==> src/rtl/cm_pkg.sv <==
`timescale 1ns/1ps
package cm_pkg;
    localparam int FRAME_BITS = 4;
    localparam int FRAME_LEN  = 1 << FRAME_BITS;
    localparam int FIELD_W    = 4;
    localparam int CTRL_W     = FIELD_W + 1;

    // duty in sixteenths, 0..16
    typedef logic [FRAME_BITS:0] duty_t;

    typedef struct packed {
        logic               enable;
        logic [FIELD_W-1:0] field;
    } core_ctrl_t;

    typedef enum logic [1:0] {
        SRC_NONE,
        SRC_CORE,
        SRC_LEGACY,
        SRC_THERMAL
    } duty_src_e;

    typedef enum logic {
        ST_FULL,
        ST_MOD
    } mod_state_e;
endpackage

==> src/rtl/cm_frame_timer.sv <==
`timescale 1ns/1ps
module cm_frame_timer
    import cm_pkg::*;
(
    input  logic                  clk,
    input  logic                  rst_n,
    output logic [FRAME_BITS-1:0] pos,
    output logic                  frame_last
);
    localparam logic [FRAME_BITS-1:0] LAST_POS = FRAME_BITS'(FRAME_LEN - 1);

    logic [FRAME_BITS-1:0] pos_q;

    always_ff @(posedge clk) begin
        if (!rst_n) pos_q <= '0;
        else        pos_q <= pos_q + 1'b1;
    end

    assign pos        = pos_q;
    assign frame_last = (pos_q == LAST_POS);

    assert_frame_wrap_R9: assert property (@(posedge clk) disable iff (!rst_n)
        frame_last |=> (pos == '0));
    assert_frame_step_R9: assert property (@(posedge clk) disable iff (!rst_n)
        !frame_last |=> (pos == $past(pos) + 1'b1));
endmodule

==> src/rtl/cm_source_arbiter.sv <==
`timescale 1ns/1ps
module cm_source_arbiter
    import cm_pkg::*;
#(
    parameter bit FINE_STEP      = 1'b1,
    parameter int TCC_SIXTEENTHS = 6
) (
    input  core_ctrl_t         ctrl,
    input  logic               legacy_en,
    input  logic [FIELD_W-1:0] legacy_field,
    input  logic               tcc_engage,
    output duty_t              sel_n
);
    localparam duty_t TCC_N = duty_t'(TCC_SIXTEENTHS);

    function automatic duty_t field_to_n(input logic [FIELD_W-1:0] f);
        if (FINE_STEP) return {1'b0, f};
        else           return {1'b0, f[FIELD_W-1:1], 1'b0};
    endfunction

    duty_src_e src;

    always_comb begin
        if (tcc_engage)       src = SRC_THERMAL;
        else if (legacy_en)   src = SRC_LEGACY;
        else if (ctrl.enable) src = SRC_CORE;
        else                  src = SRC_NONE;
    end

    always_comb begin
        unique case (src)
            SRC_THERMAL: sel_n = TCC_N;
            SRC_LEGACY:  sel_n = field_to_n(legacy_field);
            SRC_CORE:    sel_n = field_to_n(ctrl.field);
            default:     sel_n = '0;
        endcase
    end

    always_comb begin
        if (tcc_engage) assert_thermal_wins_R7: assert (sel_n == TCC_N);
    end
endmodule

==> src/rtl/cm_duty_gen.sv <==
`timescale 1ns/1ps
module cm_duty_gen
    import cm_pkg::*;
(
    input  logic  clk,
    input  logic  rst_n,
    input  logic  frame_last,
    input  duty_t sel_n,
    output duty_t act_n,
    output logic  clk_en
);
    mod_state_e            state_q, state_d;
    duty_t                 act_q;
    logic [FRAME_BITS-1:0] acc_q;
    logic [FRAME_BITS+1:0] sum;
    logic                  carry;

    // state register
    always_ff @(posedge clk) begin
        if (!rst_n) state_q <= ST_FULL;
        else        state_q <= state_d;
    end

    // transitions: T_ENGAGE, T_RELEASE, T_RELOAD, T_HOLD at frame end only
    always_comb begin
        state_d = state_q;
        unique case (state_q)
            ST_FULL: if (frame_last && sel_n != '0) state_d = ST_MOD;
            ST_MOD:  if (frame_last && sel_n == '0) state_d = ST_FULL;
            default: state_d = ST_FULL;
        endcase
    end

    always_ff @(posedge clk) begin
        if (!rst_n) begin
            act_q <= '0;
            acc_q <= '0;
        end else if (frame_last) begin
            act_q <= sel_n;
            acc_q <= '0;
        end else begin
            acc_q <= sum[FRAME_BITS-1:0];
        end
    end

    assign sum   = {2'b00, acc_q} + {1'b0, act_q};
    assign carry = |sum[FRAME_BITS+1:FRAME_BITS];

    // outputs
    always_comb begin
        unique case (state_q)
            ST_FULL: clk_en = 1'b1;
            ST_MOD:  clk_en = carry;
            default: clk_en = 1'b1;
        endcase
    end

    assign act_n = act_q;

    // per-frame count checker
    logic [FRAME_BITS:0]   en_cnt;
    logic [FRAME_BITS+1:0] want_cnt;

    always_ff @(posedge clk) begin
        if (!rst_n || frame_last) en_cnt <= '0;
        else                      en_cnt <= en_cnt + {{FRAME_BITS{1'b0}}, clk_en};
    end

    assign want_cnt = (state_q == ST_FULL) ? (FRAME_BITS+2)'(FRAME_LEN) : {1'b0, act_q};

    assert_frame_count_R9: assert property (@(posedge clk) disable iff (!rst_n)
        frame_last |-> ({1'b0, en_cnt} + {{(FRAME_BITS+1){1'b0}}, clk_en}) == want_cnt);
    assert_hold_midframe_R10: assert property (@(posedge clk) disable iff (!rst_n)
        !frame_last |=> $stable(act_n));
    assert_zero_full_R8: assert property (@(posedge clk) disable iff (!rst_n)
        (frame_last && sel_n == '0) |=> clk_en);
endmodule

==> src/rtl/cm_clkmod_ctrl.sv <==
`timescale 1ns/1ps
module cm_clkmod_ctrl
    import cm_pkg::*;
#(
    parameter int NUM_CORES      = 4,
    parameter bit FINE_STEP      = 1'b1,
    parameter int TCC_SIXTEENTHS = 6
) (
    input  logic                        clk,
    input  logic                        rst_n,
    input  logic [NUM_CORES*CTRL_W-1:0] core_ctrl,
    input  logic                        legacy_en,
    input  logic [FIELD_W-1:0]          legacy_duty,
    input  logic                        tcc_engage,
    output logic [NUM_CORES-1:0]        clk_en
);
    localparam duty_t TCC_N = duty_t'(TCC_SIXTEENTHS);

    logic [FRAME_BITS-1:0] pos;
    logic                  frame_last;
    duty_t                 sel_n [NUM_CORES];
    duty_t                 act_n [NUM_CORES];

    cm_frame_timer u_timer (
        .clk        (clk),
        .rst_n      (rst_n),
        .pos        (pos),
        .frame_last (frame_last)
    );

    for (genvar g = 0; g < NUM_CORES; g++) begin : g_core
        core_ctrl_t ctrl;
        assign ctrl = core_ctrl[g*CTRL_W +: CTRL_W];

        cm_source_arbiter #(
            .FINE_STEP      (FINE_STEP),
            .TCC_SIXTEENTHS (TCC_SIXTEENTHS)
        ) u_arb (
            .ctrl         (ctrl),
            .legacy_en    (legacy_en),
            .legacy_field (legacy_duty),
            .tcc_engage   (tcc_engage),
            .sel_n        (sel_n[g])
        );

        cm_duty_gen u_gen (
            .clk        (clk),
            .rst_n      (rst_n),
            .frame_last (frame_last),
            .sel_n      (sel_n[g]),
            .act_n      (act_n[g]),
            .clk_en     (clk_en[g])
        );

        assert_thermal_capture_R7: assert property (@(posedge clk) disable iff (!rst_n)
            (frame_last && tcc_engage) |=> (act_n[g] == TCC_N));
        assert_legacy_shared_R5: assert property (@(posedge clk) disable iff (!rst_n)
            (frame_last && legacy_en && !tcc_engage) |=> (act_n[g] == act_n[0]));
    end

    assert_reset_high_R1: assert property (@(posedge clk)
        !rst_n |=> (&clk_en));
endmodule

==> config.mk <==
export PLATFORM = sky130hd
export DESIGN_NAME = cm_clkmod_ctrl
export DESIGN_NICKNAME = d
export VERILOG_FILES = /design/src/rtl/cm_pkg.sv /design/src/rtl/cm_frame_timer.sv /design/src/rtl/cm_source_arbiter.sv /design/src/rtl/cm_duty_gen.sv /design/src/rtl/cm_clkmod_ctrl.sv
export SDC_FILE = /design/constraint.sdc
export NUM_CORES = 1
export LEC_CHECK = 0
export BUFFER_PORTS_ARGS = -buffer_cell sky130_fd_sc_hd__buf_4
export CORE_MARGIN = 1.5
export CORE_UTILIZATION = 30
export DETAILED_ROUTE_END_ITERATION = 10
export HOLD_SLACK_MARGIN = 0.15
export SLEW_MARGIN = 0
export SYNTH_ARGS = -nofsm -noshare
export SYNTH_HDL_FRONTEND = slang
export SYNTH_HIERARCHICAL = 1
export SYNTH_SLANG_ARGS = --single-unit
==> constraint.sdc <==
create_clock -name clk -period 2 [get_ports clk]
set_clock_uncertainty 0.05 [all_clocks]
set_input_delay 0.4 -clock clk [delete_from_list [all_inputs] [get_ports clk]]
set_output_delay 0.4 -clock clk [all_outputs]
set_load 0.01 [all_outputs]
# Word-level counts from Yosys, hierarchy flattened

Cells that the tools add are included.

Register bits: 44
Input port bits: 28

Add/sub/neg operators: 5
Equal/unequal tests: 13
Mux-type cells: 32
Bitwise operators: 5
Reduce and logical (&&, ||, !) cells: 21

Operator list:

| cell                                          | number |
|---|---|
| case mux 4 bit (3 select lines)               | 4 |
| adder 4 x 5 -> 6 bit                          | 4 |
| logical NOT 5 bit                             | 4 |
| nonzero test 5 bit                            | 4 |
| == test 2 bit, second input constant          | 8 |
| 2-to-1 mux 2 bit                              | 8 |
| case mux 1 bit (2 select lines)               | 8 |
| 2-to-1 mux 1 bit                              | 12 |
| OR reduction 2 bit                            | 5 |
| == test 2 x 1 -> 1 bit, second input constant | 4 |
| logical AND 1 bit                             | 8 |
| NOT 1 bit                                     | 5 |
| adder 4 x 1 -> 4 bit, second input constant   | 1 |
| == test 4 bit, second input constant          | 1 |

# Longest topological paths before layout

Depth in word-level cells: 9
Gate-level depth with buffers: 6
Gate-level depth less buffers: 6

# By module

Netlist, hierarchy kept.

Modules (own cells, without submodules):

| module                            | instances | cells each | area an instance (µm²) | seq. area each (µm²) |
|---|---|---|---|---|
| cm_duty_gen (g_core[0].u_gen ...) | 3         | 52         | 520.5                  | 200.2 |
| cm_duty_gen (g_core[2].u_gen)     | 1         | 52         | 526.8                  | 200.2 |
| cm_source_arbiter                 | 4         | 11         | 72.6                   | 0.0 |
| cm_frame_timer                    | 1         | 14         | 152.6                  | 80.1 |

# Worst setup path before layout

No wires, ideal clock.

Kind: reg2out
Start: reg g_core[2].u_gen.act_q[0]
End: out clk_en[2]
Data arrival time: 1409 ps
Setup slack: 141 ps
Stages on the path, launching flop included: 7
Cells stage by stage: dfxtp_1 > ha_1 > inv_1 > fa_1 > and2b_2 > o21ai_0 > a21oi_1

Word-level cells in the longest chain between the ends: 3

Ends and longest elaborated chain:

| what                            | line                 | RTL |
|---|---|---|
| start: declaration              | cm_duty_gen.sv:13    | `duty_t act_q;` |
| start signal: assignment        | cm_duty_gen.sv:39    | `act_q <= sel_n;` |
| adder 4 x 5 -> 6 bit            | cm_duty_gen.sv:46    | `assign sum = {2'b00, acc_q} + {1'b0, act_q};` |
| OR reduction 2 bit              | cm_duty_gen.sv:47    | `assign carry = \|sum[FRAME_BITS+1:FRAME_BITS];` |
| case mux 1 bit (2 select lines) | cm_duty_gen.sv:51    | `unique case (state_q)` |
| end: declaration                | cm_clkmod_ctrl.sv:15 | `output logic [NUM_CORES-1:0] clk_en` |

Every way passes these cells.

# Worst setup path after layout

Start: reg g_core[0].u_gen.act_q[0]
End: out clk_en[0]

Word-level cells in the longest chain between the ends: 3

Ends and longest elaborated chain:

| what                            | line |
|---|---|
| start: declaration              | cm_duty_gen.sv:13 |
| start signal: assignment        | cm_duty_gen.sv:39 |
| adder 4 x 5 -> 6 bit            | cm_duty_gen.sv:46 |
| OR reduction 2 bit              | cm_duty_gen.sv:47 |
| case mux 1 bit (2 select lines) | cm_duty_gen.sv:51 |

Every way passes these cells.

==> results.toml <==
[route]
drtIter0Drc = 77
wire_per_inst_um = 12.9
drt_wl_total_mm = 5.31
drtPass1Iterations = 4
ant_nets = 0
route.detailed.drc = 0
vias_per_cell = 4.66
vias = 1918

[synth]
synth-seq-cells = 44
yosysWarningCount = 6
synthesis.nets = 315
mappedNetlistArea_mm2 = 0.00253
seq_area_frac_synth_pct = 34.8
ys.flop_type = "dfxtp_1"
synth_cell_types = 33
synth-edff-count = 0
syn_area_per_cell_um2 = 9.52
netlist_instances = 266
async_flop_share_pct = 0

[global_route]
antenna_found_initial = 0
grt_max_degree = 38
grt_pass1_wl_mm = 8.90
globalRouteTotalUtil_pct = 12.7
gr-total-overflow = 0
grt_pass1_vias = 1906

[layout]
final_common_cell = "buf_4"
area_delta_synth_final_pct = 22.1
fin_area_mm2 = 0.00309
drive_gt1_share_pct = 29.0
diodes = 0
mostFrequentLayoutCells = "40 x buf_4, 35 x dfxtp_1, 28 x nor2b_1, 21 x mux2i_1, 19 x a21oi_1"
fin_nets = 355
final_cells = 412
final_util_pct = 37.8
fillers = 836

[clock_network]
htreeDepth = 2
ctsHoldBuffers = 0
cts_made_buffers = 5
clockBufferDepth = 2
clock_latency_ns = 0.28
cts.clk_slew.worst_paths_ns = 0.08
cts_root_buffer = "clkbuf_8"
cts_tree = "yes"
clock_sinks = 44

[run_status]
violations = "setup timing"
status = "complete, but fails checks"

[placed_design]
dpl_cell_area_mm2 = 0.00290
io_buffers = 31
placed_cells = 401
place_congestion = 0.748
dpl.hpwl_mm = 3.94
post-place-ws_ns = -0.0171

[sta]
final-max-slew-violation-count = 0
fin_ws_ns = -0.218
fin_crit_sh_pct = 111
timing.hold.ws_ns = 0.403
hold_viol = 0
period_minus_slack_ns = 2.22
max_freq_mhz = 451
setup_tns_ns = -0.770
setup_viol = 4
rsz0062_at_grt = "true"

[power_and_ir_drop]
ir_worst_vdd_uv = 238
power_mw = 1.60
p_leak_nw = 1.21
powerDensity_mw_per_mm2 = 518

[floorplanning]
die_h_um = 94.9
ios = 32
coreArea_mm2 = 0.00818
initial_core_util_pct = 31.0
die_w_um = 94.9
die-area_mm2 = 0.00900
rows = 33

[worst_setup_path]
crit_fanout = 3
critPathCaptureType = "output port"
worstPathArrival_ns = 1.77
crit_type = "reg2out"
cp-start-kind = "register"
cp_data_required_time_ns = 1.55

[hold_path]
hp-class = "reg2reg"

[flow_run]
drv_cap = 0
layer usage:
metal | global-route usage (%) | vias up | wire, um
met5 | 0 | - | 0
met3 | 3.30 | 4 | 160
li1 | - | 1002 | -
met2 | 21.0 | 20 | 2530
met4 | 2.86 | 0 | 45
met1 | 16.4 | 892 | 2580
kinds of logic after synthesis:
| logic type | after synthesis | share of synthesized area [%] |
|---|---|---|
| muxes | 21 | 8.30 |
| xor gates and xnor gates | 1 | 0.346 |
| AOI/OAI and AO/OA | 48 | 12.4 |
| other | 4 | 0.593 |
| adders and majority gates | 21 | 11.6 |
| buffers and inverters | 24 | 4.89 |
| and+or+nand+nor | 103 | 27.1 |
| DFF | 44 | 34.8 |
timing repair:
action / in CTS / in global routing
hold endpoints to repair: 0 / 0
gates resized for setup: 23 / 3
buffers inserted: 2 / 1
setup endpoints to repair: 4 / 4
pin swaps: 5 / 3
sequential cells by signal (all words and copies together), names as in the netlist, named ones only:
register,count
g_core.u_gen/acc_q,16
u_timer/pos,4
g_core.u_gen/act_n,20
cell type report:
class                   instances  area [um2]  area share (%)
multi-input cells             198        1590            51.5
flip-flops and latches         44         892            28.9
repair buffers                 41         320            10.4
well taps                     105         131            4.25
clock buffers                   7        86.3            2.79
inverters                      16        60.1            1.94
clock inverters                 1        7.51           0.243
Yosys cell counts (5+ instances only):
cell type	n	area share (%)
nor2b_1	28	6.9
dfxtp_1	44	35
and2_1	6	1.5
a21oi_1	19	3.8
nand2b_1	5	1.2
nand3_1	9	1.8
mux2i_1	21	8.3
nand2_1	9	1.3
nand3b_1	8	2.4
nor4_1	5	1.2
inv_1	16	2.4
nor2_1	8	1.2
a221o_1	8	3.2
o21ai_0	5	0.99
buf_4	7	2.1
a21o_1	5	1.5
ha_1	17	8.4
final timing paths:
check                           slack, ns  cells after the start                startpoint                       end
worst min-delay path                 0.40                      1            u_timer/pos[0]            u_timer/pos[0]
worst max-delay path                -0.22                      7  g_core[0].u_gen/act_n[0]                 clk_en[0]
worst min register to register       0.40                      1            u_timer/pos[0]            u_timer/pos[0]
worst max register to register       0.43                      5            u_timer/pos[0]  g_core[3].u_gen/act_n[4]
worst max-delay path, stage by stage, from the launching register on:
cell and delay [ns]:
dfxtp_2 0.36, ha_4 0.14, inv_2 0.04, fa_2 0.35, and2b_1 0.23, and4b_1 0.20, a21oi_2 0.04, buf_4 0.14
report_power, final:
| group | switching (mW) | leakage [nW] | total, mW | internal (mW) |
|---|---|---|---|---|
| clock network | 0.287 | 0.0445 | 0.568 | 0.281 |
| registers | 0.00333 | 0.360 | 0.883 | 0.880 |
| logic | 0.0745 | 0.806 | 0.149 | 0.0740 |
| total | 0.365 | 1.21 | 1.60 | 1.23 |
(Power assumes the default switching activity.)
